**src/rtl/sw_pkg.sv**
```systemverilog
package sw_pkg;
  typedef logic [7:0] bcd2_t;
  localparam int unsigned NUM_FIELDS = 3;
  localparam bcd2_t HUN_LAST_C = 8'h99;
  localparam bcd2_t SEC_LAST_C = 8'h59;
endpackage

```
**src/rtl/sw_rst_sync.sv**
```systemverilog
module sw_rst_sync (
  input  logic clk,
  input  logic rst_n,
  output logic rst_sync_n
);
  logic [1:0] stage_q;

  always_ff @(posedge clk or negedge rst_n) begin
    if (!rst_n) stage_q <= 2'b00;
    else        stage_q <= {stage_q[0], 1'b1};
  end

  assign rst_sync_n = stage_q[1];
endmodule

```
**src/rtl/sw_prescaler.sv**
```systemverilog
module sw_prescaler #(
  parameter int unsigned PRESCALE = 1000
) (
  input  logic clk,
  input  logic rst_n,
  input  logic run,
  input  logic clr,
  output logic tick
);
  localparam int unsigned CW = (PRESCALE > 1) ? $clog2(PRESCALE) : 1;
  localparam logic [CW-1:0] LAST = CW'(PRESCALE - 1);

  logic [CW-1:0] cnt_q, cnt_d;
  logic          at_last;

  assign at_last = (cnt_q == LAST);

  always_comb begin
    cnt_d = cnt_q;
    if (clr)          cnt_d = '0;
    else if (run) begin
      if (at_last)    cnt_d = '0;
      else            cnt_d = cnt_q + 1'b1;
    end
  end

  always_ff @(posedge clk or negedge rst_n) begin
    if (!rst_n) cnt_q <= '0;
    else        cnt_q <= cnt_d;
  end

  assign tick = run & ~clr & at_last;

  // phase is kept while stopped
  p_phase_hold_r2: assert property (@(posedge clk) disable iff (!rst_n)
    (!run && !clr) |=> $stable(cnt_q));
  // clear restarts the phase
  p_phase_clear_r7: assert property (@(posedge clk) disable iff (!rst_n)
    clr |=> (cnt_q == '0));
  // phase stays in range
  p_phase_range_r3: assert property (@(posedge clk) disable iff (!rst_n)
    cnt_q <= LAST);
endmodule

```
**src/rtl/sw_bcd_field.sv**
```systemverilog
module sw_bcd_field
  import sw_pkg::*;
#(
  parameter bcd2_t LAST = 8'h99
) (
  input  logic  clk,
  input  logic  rst_n,
  input  logic  clr,
  input  logic  inc,
  output bcd2_t value,
  output logic  wrap
);
  logic [3:0] ones_q, ones_d, tens_q, tens_d;
  logic       at_last;

  assign value   = {tens_q, ones_q};
  assign at_last = (value == LAST);
  assign wrap    = inc & at_last;

  always_comb begin
    ones_d = ones_q;
    tens_d = tens_q;
    if (clr) begin
      ones_d = 4'd0;
      tens_d = 4'd0;
    end else if (inc) begin
      if (at_last) begin
        ones_d = 4'd0;
        tens_d = 4'd0;
      end else if (ones_q == 4'd9) begin
        ones_d = 4'd0;
        tens_d = tens_q + 4'd1;
      end else begin
        ones_d = ones_q + 4'd1;
      end
    end
  end

  always_ff @(posedge clk or negedge rst_n) begin
    if (!rst_n) begin
      ones_q <= 4'd0;
      tens_q <= 4'd0;
    end else begin
      ones_q <= ones_d;
      tens_q <= tens_d;
    end
  end

  // digits stay legal BCD and within the field limit
  p_digit_range_r4: assert property (@(posedge clk) disable iff (!rst_n)
    (ones_q <= 4'd9) && (value <= LAST));
  // a carry out leaves the field at 00
  p_wrap_zero_r4: assert property (@(posedge clk) disable iff (!rst_n)
    wrap |=> (value == 8'h00));
  // no increment, no clear, no change
  p_field_hold_r2: assert property (@(posedge clk) disable iff (!rst_n)
    (!inc && !clr) |=> $stable(value));
  // clear empties the field
  p_field_clear_r7: assert property (@(posedge clk) disable iff (!rst_n)
    clr |=> (value == 8'h00));
endmodule

```
**src/rtl/stopwatch_timer.sv**
```systemverilog
module stopwatch_timer
  import sw_pkg::*;
#(
  parameter int unsigned PRESCALE = 1000,
  parameter logic [7:0]  MIN_LAST = 8'h59
) (
  input  logic       clk,
  input  logic       rst_n,
  input  logic       run,
  input  logic       clear,
  output logic [7:0] minutes,
  output logic [7:0] seconds,
  output logic [7:0] hundredths,
  output logic       blink
);
  function automatic bcd2_t field_last(int unsigned idx);
    case (idx)
      0:       return HUN_LAST_C;
      1:       return SEC_LAST_C;
      default: return MIN_LAST;
    endcase
  endfunction

  logic  rst_sync_n;
  logic  carry [NUM_FIELDS+1];
  bcd2_t fval  [NUM_FIELDS];

  sw_rst_sync u_rst (
    .clk        (clk),
    .rst_n      (rst_n),
    .rst_sync_n (rst_sync_n)
  );

  sw_prescaler #(.PRESCALE(PRESCALE)) u_pre (
    .clk   (clk),
    .rst_n (rst_sync_n),
    .run   (run),
    .clr   (clear),
    .tick  (carry[0])
  );

  for (genvar gi = 0; gi < NUM_FIELDS; gi++) begin : g_field
    sw_bcd_field #(.LAST(field_last(gi))) u_fld (
      .clk   (clk),
      .rst_n (rst_sync_n),
      .clr   (clear),
      .inc   (carry[gi]),
      .value (fval[gi]),
      .wrap  (carry[gi+1])
    );
  end

  assign hundredths = fval[0];
  assign seconds    = fval[1];
  assign minutes    = fval[2];
  assign blink      = (fval[0][7:4] >= 4'd5);

  // the last carry out returns every field to 00
  p_full_wrap_r6: assert property (@(posedge clk) disable iff (!rst_sync_n)
    carry[NUM_FIELDS] |=> (minutes == 8'h00 && seconds == 8'h00 && hundredths == 8'h00));
  // blink rises only as hundredths reaches 50
  p_blink_rise_r8: assert property (@(posedge clk) disable iff (!rst_sync_n)
    $rose(blink) |-> (hundredths == 8'h50));
  // a seconds carry happens only at 59"99
  p_sec_carry_r5: assert property (@(posedge clk) disable iff (!rst_sync_n)
    carry[2] |-> (seconds == SEC_LAST_C && hundredths == HUN_LAST_C));
endmodule

```
**config.mk**
```make
export PLATFORM = sky130hd
export DESIGN_NAME = stopwatch_timer
export DESIGN_NICKNAME = d
export VERILOG_FILES = /design/src/rtl/sw_pkg.sv /design/src/rtl/sw_rst_sync.sv /design/src/rtl/sw_prescaler.sv /design/src/rtl/sw_bcd_field.sv /design/src/rtl/stopwatch_timer.sv
export SDC_FILE = /design/constraint.sdc
export NUM_CORES = 1
export LEC_CHECK = 0
export ABC_AREA = 1
export BUFFER_PORTS_ARGS = -buffer_cell sky130_fd_sc_hd__buf_2
export CELL_PAD_IN_SITES_DETAIL_PLACEMENT = 1
export CELL_PAD_IN_SITES_GLOBAL_PLACEMENT = 2
export CORE_UTILIZATION = 35
export CTS_BUF_LIST = sky130_fd_sc_hd__clkbuf_8
export CTS_CLUSTER_DIAMETER = 100
export DETAILED_ROUTE_END_ITERATION = 10
export GPL_TIMING_DRIVEN = 0
export PLACE_DENSITY_LB_ADDON = 0.3
export REMOVE_ABC_BUFFERS = 1
export SLEW_MARGIN = 20
export SYNTH_ARGS = -nofsm -noshare
export SYNTH_HDL_FRONTEND = slang
export SYNTH_SLANG_ARGS = --single-unit
```
**constraint.sdc**
```tcl
create_clock -name clk -period 1.3 [get_ports clk]
set_input_delay 0 -clock clk [delete_from_list [all_inputs] [get_ports clk]]
set_output_delay 0 -clock clk [all_outputs]
set_load 0.01 [all_outputs]
```
# ---- Yosys cells after proc, flatten, opt, wreduce, memory -nomap -nowiden
# Cells that the tools add are included.
# Widths: inputs -> output; s select.
dict set report totals {
  reg_bits 36
  wordCells 65
}
dict set report op_classes {
  n_addsub 7
  n_lt_le_gt_ge 1
  n_eq_ne 7
  mux 27
  n_bitwise 5
  n_reduce_logical 10
}
# cell n
set op_table {}
lappend op_table {{$mux 4} 24}
lappend op_table {{$mux 10} 3}
lappend op_table {{$add 4x1->4 const B} 6}
lappend op_table {{$eq 8x7->1 const B} 2}
lappend op_table {{$eq 4x4->1 const B} 3}
lappend op_table {{$add 10x1->10 const B} 1}
lappend op_table {{$eq 10x10->1 const B} 1}
lappend op_table {{$reduce_bool 3->1} 3}
lappend op_table {{$eq 8x8->1 const B} 1}
lappend op_table {{$reduce_bool 2->1} 4}
lappend op_table {{$reduce_and 2->1} 3}
lappend op_table {{$and 1x1->1} 4}
lappend op_table {{$ge 4x3->1 const B} 1}
lappend op_table {{$not 1->1} 1}

# ---- Longest topological paths before layout
dict set report logic_depth {
  ltp_word 7
  depth_mapped 9
}

# ---- Hierarchy
# From an unflattened synthesis, not the netlist that was laid out.
dict set report hier_totals {
  hier_cells 260
  hier_area_um2 2085.8
}
# module instances cells_per_inst area_each_um2 seq_area_each_um2
set modules_own_cells {}
lappend modules_own_cells {{sw_bcd_field at g_field[1].u_fld ...} 2 55 456.7 200.2}
lappend modules_own_cells {sw_prescaler 1 88 648.1 250.2}
lappend modules_own_cells {{sw_bcd_field at g_field[0].u_fld} 1 56 457.9 200.2}
lappend modules_own_cells {sw_rst_sync 1 3 53.8 50.0}
lappend modules_own_cells {stopwatch_timer 1 3 12.5 0.0}

# ---- Worst setup path before layout
# OpenSTA, ideal clock, no wires.
dict set report synth_timing {
  path_type {register to register}
  start {register g_field[1].u_fld.ones_q[1]}
  end {register g_field[2].u_fld.ones_q[1]}
  setup_ns 0.121
  arrival_ns 1.358
  t_required_ns 1.179
  slack_ns -0.179
  stages_incl_launch_ff 10
  path_buffers 0
  synth_period_minus_slack_ns 1.479
  path_cell_list {dfrtp_1 -> inv_1 -> ha_1 -> nand3_2 -> nor2_2 -> nand2_1 -> nand2_2 -> nand2_2 -> nand2_1 -> o21ai_1}
}
dict set report synth_between {
  elab_chain_cells 3
}
# item line_no
set synth_rtl {}
lappend synth_rtl {{start, declared} sw_bcd_field.sv:13} ;# logic [3:0] ones_q, ones_d, tens_q, tens_d;
lappend synth_rtl {{start signal, assigned} sw_bcd_field.sv:44} ;# ones_q <= ones_d;
lappend synth_rtl {{$eq 8x7->1} sw_bcd_field.sv:17} ;# assign at_last = (value == LAST);
lappend synth_rtl {{$and 1x1->1} sw_bcd_field.sv:18} ;# assign wrap = inc & at_last;
lappend synth_rtl {{$reduce_bool 2->1 (no source line)} --}
lappend synth_rtl {{end signal, assigned} sw_bcd_field.sv:44}
lappend synth_rtl {{end, declared} sw_bcd_field.sv:13}
# Every way passes these cells.
# A chain may end at the register's enable or synchronous reset.

# ---- Final worst setup path
dict set report layout_timing {
  start {register u_pre.cnt_q[1]}
  end {register g_field[1].u_fld.tens_q[3]}
}
dict set report layout_between {
  elab_chain_cells 5
}
# item line_no
set layout_rtl {}
lappend layout_rtl {{start, declared} sw_prescaler.sv:13} ;# logic [CW-1:0] cnt_q, cnt_d;
lappend layout_rtl {{start signal, assigned} sw_prescaler.sv:29} ;# else cnt_q <= cnt_d;
lappend layout_rtl {{$eq 10x10->1} sw_prescaler.sv:16} ;# assign at_last = (cnt_q == LAST);
lappend layout_rtl {{$and 1x1->1} sw_prescaler.sv:32} ;# assign tick = run & ~clr & at_last;
lappend layout_rtl {{$and 1x1->1} sw_bcd_field.sv:18}
lappend layout_rtl {{$reduce_bool 2->1 (no source line)} --}
lappend layout_rtl {{$reduce_and 2->1 (no source line)} --}
lappend layout_rtl {{end signal, assigned} sw_bcd_field.sv:45} ;# tens_q <= tens_d;
lappend layout_rtl {{end, declared} sw_bcd_field.sv:13}
# Every way passes these cells.

==> impl_metrics.ini <==
[outcome]
status = finished with violations
violations = negative setup slack

[floorplanning]
placementRows = 28
die_x_um = 81.1
start_util = 0.366
die_h_um = 81.1
pin_count = 29
core_um2 = 5990
die-area_um2 = 6580

[worst_setup_path]
crit_path_end_kind = flop
crit_type = flop to flop
r2r-start = u_pre.cnt_q[1]
crit_end = g_field[1].u_fld.tens_q[3]
cp_data_arrival_time_ns = 1.64
critPathMaxFanout = 6
rr_worst_depth = 8
start_kind = flop
cpPeakStageDelay_ns = 0.40
critical_path_buf_inv_count = 0
r2r-end = g_field[1].u_fld.tens_q[3]
required_ns = 1.48
cpMaxStageDelayCell = dfrtp_1
cp_num_cells = 8
crit_family = simple AND/OR/NAND/NOR gates
crit_chain = ha_4, nand2_4, nor2_4, nand3_4, nand2_8, nand3_4, nand2_1, nand2_1
cp-startpoint = u_pre.cnt_q[1]
r2r_slack_ns = -0.15

[clocking]
clk_pin_slew_ns = 0.07
cts.htree.levels = 2
insertion_delay_ns = 0.29
cts_made_buffers = 5
cts_tree = yes
cts-root-buf = clkbuf_8
clockBufferDepth = 2
cts_sinks = 36

[synth]
synth_common_cells = nand2_1, dfrtp_1, inv_1
synth_xor_area_frac = 0.0360
avgSynthCellArea_um2 = 8.09
synthArstFlopShare = 1.00
synthMuxAreaShare = 0
yosys_warnings = 0
synth_simple_gate_area_frac = 0.327
synthAdderAreaFrac = 0.0685
synthFlopType = dfrtp_1
synth_top_family_by_area = simple AND/OR/NAND/NOR gates
ys_ff_latch = 36
ys_seq_area_frac = 0.411
ys_types = 32
syn_area_um2 = 2190
synth_compound_area_frac = 0.0850
synth.most_common_cell = nand2_1
synth_top_area_cell = dfrtp_1
synth_top_cell_area_share = 0.411
yosys-top-cells-area = dfrtp_1, nand2_1, ha_1
synth-edff-count = 0
synthCells = 271

[global_routing]
grt.met3_usage = 0.0337
grt_pass1_vias = 1883
grt_usage = 0.178
global_route.peak_usage_layer = met2
use_met1 = 0.229
grt.overflow.total = 0
grt_max_degree = 30
antenna_found_initial = 0
grt_pass1_wl_mm = 8.94
gr-usage-met2 = 0.302

[timing]
fin_setup_tns_ns = -3.02
tightestPinTransition_ns = 0.556
final-setup-viol-count = 30
maxSlewHeadroom = 0.629
skew_ns = 0.00760
min_period_ns = 1.45
timing.fmax_mhz = 688
setup_ws_ns = -0.153
rsz0062_at_grt = true
fin_crit_sh = 1.12
hold_violations = 0
fin_hold_ws_ns = 0.0971
maxSlewViolCount = 0

[finish]
stdcell_count = 406
multi_input_area_um2 = 1380
drive_gt1_frac = 0.408
antennaDiodeCount = 0
area_delta_synth_final_pct = 35.6
register_area_um2 = 908
n_fill_cell = 752
layout.nets = 346

[drt]
firstDrtPassIters = 4
final_antenna_net_count = 0
viasPerCell = 5.00
vias = 2031
drc = 0
wire_per_inst_um = 14.4
wirelength_mm = 5.83
drt_iter0_drc = 85

[job]
max_cap_violations = 0

[placement]
dpl.hpwl_mm = 3.68
gp_congestion = 0.713
place_ws_ns = -0.391
port_buffers = 28
place_inst = 371

[pwr]
ir_worst_vdd_v = 0.000532
powerDensity_nw_per_um2 = 979
power.leakage_nw = 1.38
total_power_mw = 2.91

[worst_hold_path]
holdCritPathClass = flop to async pin
==> per-layer routing <==
metal,up-vias,wire [µm],share of wire
met5,-,0,0
met3,6,159,0.027
li1,1011,-,-
met4,0,64,0.011
met1,988,2610,0.45
met2,26,3000,0.51
==> placed cells by master, fill, tap and decap left out, types with 2 or more instances in the layout <==
cell type      netlist  layout
o21ai_2              4       6
inv_1               24      21
dfrtp_1             36      30
nand2_1             73      52
nand2_8              0       4
ha_4                 0       4
ha_1                12       8
nor2_2               2       3
nand3_4              3       6
o21ai_0              4       3
xor2_1               6       6
o21ai_1             15      14
nand4_1             17      17
nor2_1              18      15
dlygate4sd3_1        0       2
nand3_1             15      12
dfrtp_2              0       6
inv_2                9      13
xnor2_1              3       3
nand2_2              6      20
a21oi_1              2       2
buf_4                1      23
or2_1                2       2
buf_2                1      28
nand3_2              2       2
nor2_4               2       4
nand2_4              2       6
clkbuf_8             0       7
o22ai_1              4       4
==> cell type report <==
class                   instances  area share
clock buffers                   7      0.0324
clock inverters                 1     0.00126
well taps                      75      0.0316
multi-input cells             199       0.465
inverters                      33      0.0417
repair buffers                 55       0.122
flip-flops and latches         36       0.306
==> cell families (layout without fill, tap and decap cells) <==
kind of cell / after synthesis / in the layout
DFF: 36 / 36
AOI/OAI and AO/OA: 32 / 32
xor gates and xnor gates: 9 / 9
and+or+nand+nor: 144 / 145
adders and majority gates: 12 / 12
other: 1 / 1
buffers and inverters: 37 / 96
==> report_power, final <==
| part | internal, mW | leakage [nW] | switching [mW] |
|---|---|---|---|
| logic | 0.316 | 0.843 | 0.403 |
| registers | 1.20 | 0.479 | 0.111 |
| clock network | 0.476 | 0.0557 | 0.406 |
| total | 1.99 | 1.38 | 0.920 |
==> stage by stage <==
step / utilization / area (µm²)
after floorplan: - / 2160
after global placement: 0.400 / 2390
after detailed placement: 0.403 / 2420
after CTS: 0.462 / 2770
after global routing: 0.496 / 2970
final: 0.496 / 2970
==> flip-flops by register name, summed over array words and instances, names as in the netlist <==
| register | cells |
|---|---|
| g_field.u_fld.tens_q | 12 |
| g_field.u_fld.ones_q | 12 |
| u_rst.stage_q | 2 |
| u_pre.cnt_q | 10 |
==> how the worst min path moves through the flow <==
stage | slack (ns) | endpoint
after floorplan | -0.30 | u_rst.stage_q[0]
after global placement | -0.21 | u_rst.stage_q[0]
after detailed placement | -0.21 | u_rst.stage_q[0]
after CTS | 0.08 | u_pre.cnt_q[1]
after global routing | 0.12 | u_pre.cnt_q[1]
final | 0.1 | u_pre.cnt_q[1]
==> timing repair <==
action,4_1_cts,5_1_grt
endpoints found under the hold margin,2,0
setup buffers,13,11
hold buffers,2,0
setup endpoints to repair,32,32
resized for setup,34,30
pin swaps,8,11
gates cloned,1,0
Power figures use the tool's default switching activity.
